--- src/rtl/twm_pkg.sv ---
// Shared types and constants for the two-wire EEPROM host.
// Assumes the frame layout: start bit, command, address, payload.
package twm_pkg;

    localparam int CMD_W  = 4;
    localparam int ADDR_W = 3;
    localparam int DATA_W = 32;
    localparam int HDR_W  = 1 + CMD_W + ADDR_W;

    localparam logic [CMD_W-1:0] CMD_READ     = 4'b1100;
    localparam logic [CMD_W-1:0] CMD_RESERVED = 4'b1101;

    // Sequencer phase: idle, clock high half, clock low half.
    typedef enum logic [1:0] {
        PH_IDLE = 2'd0,
        PH_HIGH = 2'd1,
        PH_LOW  = 2'd2
    } twm_phase_e;

    // Shape of the frame chosen from the command code.
    typedef enum logic [1:0] {
        FR_WRITE  = 2'd0,
        FR_READ   = 2'd1,
        FR_HEADER = 2'd2
    } twm_frame_e;

    // Map a command code to its frame shape (reserved code is filtered earlier).
    function automatic twm_frame_e frame_of(input logic [CMD_W-1:0] c);
        if (c == CMD_READ)       return FR_READ;
        else if (c[3:2] == 2'b11) return FR_HEADER;
        else                      return FR_WRITE;
    endfunction

endpackage

--- src/rtl/twm_divider.sv ---
// Half-period timer: while run is high, tick pulses once every DIV cycles.
// Assumes DIV >= 1; the count restarts whenever run is low.
module twm_divider #(
    parameter int DIV = 50
) (
    input  logic clk,
    input  logic rst_n,
    input  logic run,
    output logic tick
);
    localparam int CW = (DIV > 1) ? $clog2(DIV) : 1;

    logic [CW-1:0] cnt_q;

    assign tick = run && (cnt_q == CW'(DIV - 1));

    // Count system clocks within the current half period.
    always_ff @(posedge clk) begin
        if (!rst_n || !run || tick) cnt_q <= '0;
        else                        cnt_q <= cnt_q + 1'b1;
    end
endmodule

--- src/rtl/twm_gap.sv ---
// Post-frame quiet timer: load starts a down-count of GAP cycles;
// quiet is high once the count has reached zero. Assumes GAP >= 1.
module twm_gap #(
    parameter int GAP = 2_000_000
) (
    input  logic clk,
    input  logic rst_n,
    input  logic load,
    output logic quiet
);
    localparam int GW = $clog2(GAP + 1);

    logic [GW-1:0] left_q;

    assign quiet = (left_q == '0);

    // Load on frame end, otherwise count down to zero and hold.
    always_ff @(posedge clk) begin
        if (!rst_n)      left_q <= '0;
        else if (load)   left_q <= GW'(GAP);
        else if (!quiet) left_q <= left_q - 1'b1;
    end
endmodule

--- src/rtl/twm_seq.sv ---
// Frame sequencer: walks clock pulses (slots) of one transaction, shifts
// the header and payload out MSB first, releases the line for reads and
// shifts the returned word in. Assumes start is only asserted while idle.
module twm_seq
    import twm_pkg::*;
(
    input  logic              clk,
    input  logic              rst_n,
    input  logic              start,
    input  logic [CMD_W-1:0]  cmd,
    input  logic [ADDR_W-1:0] addr,
    input  logic [DATA_W-1:0] wdata,
    input  logic              tick,
    input  logic              sdi,
    output logic              busy,
    output logic              frame_done,
    output logic              sclk,
    output logic              sdo,
    output logic              oe,
    output logic              rd_valid,
    output logic [DATA_W-1:0] rd_data
);
    localparam int TX_W    = HDR_W + DATA_W;
    localparam int LAST_WR = HDR_W + DATA_W;
    localparam int LAST_RD = HDR_W + DATA_W + 1;
    localparam int LAST_HO = HDR_W;
    localparam int CAP_LO  = HDR_W + 1;
    localparam int CAP_HI  = HDR_W + DATA_W;
    localparam int SLOT_W  = $clog2(LAST_RD + 1);

    twm_phase_e        phase_q;
    twm_frame_e        frame_q;
    logic [SLOT_W-1:0] slot_q;
    logic [TX_W-1:0]   tx_q;
    logic [DATA_W-1:0] rx_q;
    logic              rdv_q;
    logic [SLOT_W-1:0] last_slot;
    logic              released;
    logic              capture;
    logic              trailing;

    // Select the final slot index of the current frame shape.
    always_comb begin
        unique case (frame_q)
            FR_READ:   last_slot = SLOT_W'(LAST_RD);
            FR_HEADER: last_slot = SLOT_W'(LAST_HO);
            default:   last_slot = SLOT_W'(LAST_WR);
        endcase
    end

    // Decode the role of the current slot.
    always_comb begin
        released = (phase_q != PH_IDLE) && (frame_q == FR_READ)
                   && (slot_q >= SLOT_W'(HDR_W)) && (slot_q <= SLOT_W'(CAP_HI));
        capture  = (frame_q == FR_READ)
                   && (slot_q >= SLOT_W'(CAP_LO)) && (slot_q <= SLOT_W'(CAP_HI));
        trailing = (slot_q == last_slot);
    end

    // Advance phases and slots, shift transmit and receive registers.
    always_ff @(posedge clk) begin
        if (!rst_n) begin
            phase_q <= PH_IDLE;
            frame_q <= FR_WRITE;
            slot_q  <= '0;
            tx_q    <= '0;
            rx_q    <= '0;
            rdv_q   <= 1'b0;
        end else begin
            rdv_q <= 1'b0;
            unique case (phase_q)
                PH_IDLE: begin
                    if (start) begin
                        phase_q <= PH_HIGH;
                        frame_q <= frame_of(cmd);
                        slot_q  <= '0;
                        tx_q    <= {1'b1, cmd, addr, wdata};
                    end
                end
                PH_HIGH: begin
                    if (tick) begin
                        phase_q <= PH_LOW;
                        if (capture) begin
                            rx_q <= {rx_q[DATA_W-2:0], sdi};
                            if (slot_q == SLOT_W'(CAP_HI)) rdv_q <= 1'b1;
                        end
                    end
                end
                PH_LOW: begin
                    if (tick) begin
                        if (trailing) begin
                            phase_q <= PH_IDLE;
                        end else begin
                            phase_q <= PH_HIGH;
                            slot_q  <= slot_q + 1'b1;
                            tx_q    <= {tx_q[TX_W-2:0], 1'b0};
                        end
                    end
                end
                default: phase_q <= PH_IDLE;
            endcase
        end
    end

    assign busy       = (phase_q != PH_IDLE);
    assign frame_done = (phase_q == PH_LOW) && tick && trailing;
    assign sclk       = (phase_q == PH_HIGH);
    assign oe         = !released;
    assign sdo        = busy && !released && !trailing && tx_q[TX_W-1];
    assign rd_valid   = rdv_q;
    assign rd_data    = rx_q;
endmodule

--- src/rtl/two_wire_eeprom_host.sv ---
// Top of the two-wire EEPROM host. Accepts one request when ready,
// refuses the reserved code, runs a frame and then holds ready low for
// the quiet time. Assumes CLK_DIV >= 1 and GAP_CYCLES >= 1.
module two_wire_eeprom_host
    import twm_pkg::*;
#(
    parameter int CLK_DIV    = 50,
    parameter int GAP_CYCLES = 2_000_000
) (
    input  logic              clk,
    input  logic              rst_n,
    input  logic              req_valid,
    input  logic [CMD_W-1:0]  req_cmd,
    input  logic [ADDR_W-1:0] req_addr,
    input  logic [DATA_W-1:0] req_wdata,
    output logic              req_ready,
    output logic              cmd_err,
    output logic              rd_valid,
    output logic [DATA_W-1:0] rd_data,
    output logic              sclk,
    output logic              sdat_out,
    output logic              sdat_oe,
    input  logic              sdat_in
);
    logic busy;
    logic quiet;
    logic tick;
    logic frame_done;
    logic take;
    logic start;
    logic err_q;

    assign req_ready = !busy && quiet;
    assign take      = req_valid && req_ready;
    assign start     = take && (req_cmd != CMD_RESERVED);

    // Flag a refused reserved command for one cycle.
    always_ff @(posedge clk) begin
        if (!rst_n) err_q <= 1'b0;
        else        err_q <= take && (req_cmd == CMD_RESERVED);
    end
    assign cmd_err = err_q;

    twm_divider #(.DIV(CLK_DIV)) i_div (
        .clk   (clk),
        .rst_n (rst_n),
        .run   (busy),
        .tick  (tick)
    );

    twm_gap #(.GAP(GAP_CYCLES)) i_gap (
        .clk   (clk),
        .rst_n (rst_n),
        .load  (frame_done),
        .quiet (quiet)
    );

    twm_seq i_seq (
        .clk        (clk),
        .rst_n      (rst_n),
        .start      (start),
        .cmd        (req_cmd),
        .addr       (req_addr),
        .wdata      (req_wdata),
        .tick       (tick),
        .sdi        (sdat_in),
        .busy       (busy),
        .frame_done (frame_done),
        .sclk       (sclk),
        .sdo        (sdat_out),
        .oe         (sdat_oe),
        .rd_valid   (rd_valid),
        .rd_data    (rd_data)
    );
endmodule

--- config.mk ---
export PLATFORM = sky130hd
export DESIGN_NAME = two_wire_eeprom_host
export DESIGN_NICKNAME = d
export VERILOG_FILES = /design/src/rtl/twm_pkg.sv /design/src/rtl/twm_divider.sv /design/src/rtl/twm_gap.sv /design/src/rtl/twm_seq.sv /design/src/rtl/two_wire_eeprom_host.sv
export SDC_FILE = /design/constraint.sdc
export NUM_CORES = 1
export LEC_CHECK = 0
export CAP_MARGIN = 20
export CORE_ASPECT_RATIO = 1.25
export CORE_MARGIN = 5
export CORE_UTILIZATION = 55
export CTS_BUF_LIST = sky130_fd_sc_hd__clkbuf_4
export CTS_CLUSTER_DIAMETER = 200
export CTS_CLUSTER_SIZE = 20
export DETAILED_ROUTE_END_ITERATION = 8
export DONT_BUFFER_PORTS = 1
export PLACE_DENSITY = 0.71
export SLEW_MARGIN = 0
export SYNTH_ARGS = -nofsm -noshare
export SYNTH_HDL_FRONTEND = slang
export SYNTH_HIERARCHICAL = 1
export SYNTH_SLANG_ARGS = --single-unit
--- constraint.sdc ---
create_clock -name clk -period 7.95 [get_ports clk]
set_input_delay 1.59 -clock clk [delete_from_list [all_inputs] [get_ports clk]]
set_output_delay 1.59 -clock clk [all_outputs]
set_load 0.02 [all_outputs]
==> flow_metrics.env <==
export IMPL_crit_arrival_ns=2.51
export IMPL_path_buf_inv=1
export IMPL_max_freq_mhz=244
export IMPL_hp_class="flip-flop to flip-flop"
export IMPL_yosysTopAreaCell="dfxtp_1"
export IMPL_async_flop_share_pct=0
export IMPL_wl_per_cell_um=16.1
export IMPL_syn_inst=592
export IMPL_yosysSeqAreaShare_pct=42.2
export IMPL_synthesis_nets=643
export IMPL_finalNonFillerCells=692
export IMPL_antenna_found_initial=0
export IMPL_path_cells="inv_1, ha_1, nor4b_1, nand2_1, nor3_1, nor2b_2"
export IMPL_rsz0062_at_grt="no"
export IMPL_p_int_uw=928
export IMPL_yosysTopAreaCellShare_pct=42.2
export IMPL_ys_flop_type="dfxtp_1"
export IMPL_peakVddDrop_v=0.000138
export IMPL_critPathTopFamily="simple AND/OR/NAND/NOR gates"
export IMPL_p_sw_uw=523
export IMPL_powerDensity_nw_per_um2=270
export IMPL_fillers=897
export IMPL_tns_ns=0
export IMPL_synth_distinct_cells=62
export IMPL_drive_gt1_share_pct=11.7
export IMPL_synth_compound_area_share_pct=14.2
export IMPL_grt_usage_pct=19.1
export IMPL_die_w_um=97.5
export IMPL_syn_to_final_growth_pct=2.04
export IMPL_endpoint_kind="output pin"
export IMPL_synth_common_cells="125 x nand2_1, 111 x dfxtp_1, 49 x nand3_1, 34 x mux2i_1, 33 x nor2_1"
export IMPL_synth_xor_area_share_pct=3.00
export IMPL_cp_start_kind="flip-flop"
export IMPL_synth_area_leaders="dfxtp_1 42%, nand2_1 8.9%, mux2i_1 6.5%"
export IMPL_slew_limit_headroom_pct=36.4
export IMPL_swShare_pct=36.0
export IMPL_syn_avg_cell_area_um2=8.89
export IMPL_io_buffers=0
export IMPL_utilization_pct=56.5
export IMPL_grt_pass1_wl_um=18900
export IMPL_finalMaxSlewViolations=0
export IMPL_boundaryPins=81
export IMPL_leakagePower_nw=1.89
export IMPL_avgViaCountPerCell=6.01
export IMPL_drtAntennaViolNets=0
export IMPL_clkLatencyLatePin_ns=0.47
export IMPL_htree_num_levels=3
export IMPL_gp_congestion=0.862
export IMPL_initial_utilization_pct=55.4
export IMPL_synth_top_family_by_area="simple AND/OR/NAND/NOR gates"
export IMPL_finalSetupViolCount=0
export IMPL_post_cts_resized=0
export IMPL_slowest_delay_ns=0.43
export IMPL_cp_max_fo=12
export IMPL_yosysMostFrequentCell="nand2_1"
export IMPL_fin_ws_ns=3.85
export IMPL_dp_hpwl_um=7340
export IMPL_seq_power_share_pct=50.1
export IMPL_numClockSinks=111
export IMPL_cts_buffers=9
export IMPL_worst_slew_pin_slew_ns=0.954
export IMPL_fin_crit_ns=4.10
export IMPL_vias=4160
export IMPL_place_ws_ns=3.93
export IMPL_firstDrtPassIters=4
export IMPL_cts_setup_buffers=0
export IMPL_synth_mux_area_share_pct=6.47
export IMPL_finalCritPeriodShare_pct=51.6
export IMPL_combinationalPowerShare_pct=30.7
export IMPL_die_area_um2=11600
export IMPL_yosys_area_share_adder_pct=1.90
export IMPL_drc=0
export IMPL_skew_ns=0.0232
export IMPL_cts_tree="done"
export IMPL_grt_start_max_net_pins=92
export IMPL_total_power_mw=1.45
export IMPL_synth_edf_count=0
export IMPL_fin_nets=611
export IMPL_max_cap_viol_count=0
export IMPL_yosysWarningCount=6
export IMPL_synthSimpleGateAreaFrac_pct=26.5
export IMPL_hold_viol=0
export IMPL_hold_buffers=0
export IMPL_power_frac_clock_pct=19.2
export IMPL_critPathSlowestCell="nor4b_1"
export IMPL_clockBufferDepth=2
export IMPL_syn_cell_area_um2=5260
export IMPL_cts_root_buffer="clkbuf_4"
export IMPL_grt_pass1_vias=4018
export IMPL_worstPathRequired_ns=6.36
export IMPL_wl_um=11100
export IMPL_synth_seq_cells=111
export IMPL_status="completed"
export IMPL_grt_overflow=0
export IMPL_die_h_um=119
export IMPL_path_class="flip-flop to output pin"
export IMPL_path_clk_slew_ns=0.17
export IMPL_coreArea_um2=9510
export IMPL_place_inst=674
export IMPL_rows=40
export IMPL_drt_iter0_drc=170
## cell families after synthesis
| group | count (synthesis) |
|---|---|
| DFF | 111 |
| adders and majority gates | 8 |
| xor gates and xnor gates | 18 |
| and+or+nand+nor | 278 |
| buffers and inverters | 57 |
| muxes | 34 |
| AOI/OAI and AO/OA | 86 |
## state kept, by name (all words and copies together), names as in the netlist
name,cells
i_seq/rd_data,32
i_seq/tx_q,40
i_seq/phase_q,2
cmd_err,1
i_div/cnt_q,6
i_seq/slot_q,6
i_seq/frame_q,2
i_gap/left_q,21
i_seq/rd_valid,1
## layout by cell type, fill, tap and decap left out, types with 3 or more instances in the layout
| cell type | n |
|---|---|
| nand2_1 | 125 |
| inv_8 | 3 |
| o31ai_1 | 3 |
| inv_1 | 9 |
| dfxtp_1 | 111 |
| o221a_2 | 24 |
| and3_1 | 4 |
| nor2_1 | 32 |
| nand4_1 | 4 |
| nor3_1 | 10 |
| nand3_1 | 49 |
| xor2_1 | 12 |
| o211ai_1 | 4 |
| nor4_1 | 8 |
| clkbuf_4 | 9 |
| or4_1 | 5 |
| buf_4 | 4 |
| or3_1 | 3 |
| o221a_1 | 15 |
| ha_1 | 8 |
| nand2b_1 | 5 |
| o21ai_0 | 7 |
| xnor2_1 | 6 |
| o21ai_1 | 5 |
| mux2i_1 | 34 |
| a21oi_1 | 10 |
| o21a_1 | 6 |
## power by group through the flow
stage,clock network (mW),logic (mW),registers (mW)
global placement,0,0.422,0.733
detailed placement,0,0.438,0.735
global route,0.313,0.493,0.741
finish,0.279,0.445,0.726
floorplan,0,0.397,0.717
CTS,0.289,0.438,0.725
## path summary, 6_finish.rpt
kind	cells past startpoint	endpoint	slack (ns)	startpoint
min	1	i_div/cnt_q[0]$_SDFF_PP0_	0.51	i_div/cnt_q[0]$_SDFF_PP0_
max reg2reg	12	i_seq/tx_q[35]$_SDFFE_PN0P_	4.13	i_gap/left_q[0]$_SDFFE_PP0P_
min reg2reg	1	i_div/cnt_q[0]$_SDFF_PP0_	0.51	i_div/cnt_q[0]$_SDFF_PP0_
max	6	req_ready	3.85	i_gap/left_q[0]$_SDFFE_PP0P_
## area by class of cell
type | instances | area (um2) | area share, %
Clock buffer | 9 | 67.6 | 1.26
Antenna cell | 1 | 2.50 | 0.0466
Multi-Input combinational cell | 424 | 2750 | 51.3
Timing Repair Buffer | 5 | 57.6 | 1.07
Clock inverter | 7 | 76.3 | 1.42
Sequential cell | 111 | 2220 | 41.4
Inverter | 9 | 33.8 | 0.629
Tap cell | 126 | 158 | 2.94
## per-stage QoR
stage	hold WS, ns	area, um2
after detailed placement	0.487	5200
after CTS	0.520	5340
after global routing	0.549	5370
final	0.514	5370
after floorplan	0.444	5260
after global placement	0.456	5200
## routing by layer
layer	track usage [%]	part of all wire, %	up-vias
met3	5.21	5.4	15
met1	23.8	43	2002
li1	-	-	2054
met2	32.4	50	89
met4	5.80	1.3	0
met5	0	0	-
(Power assumes the default switching activity.)
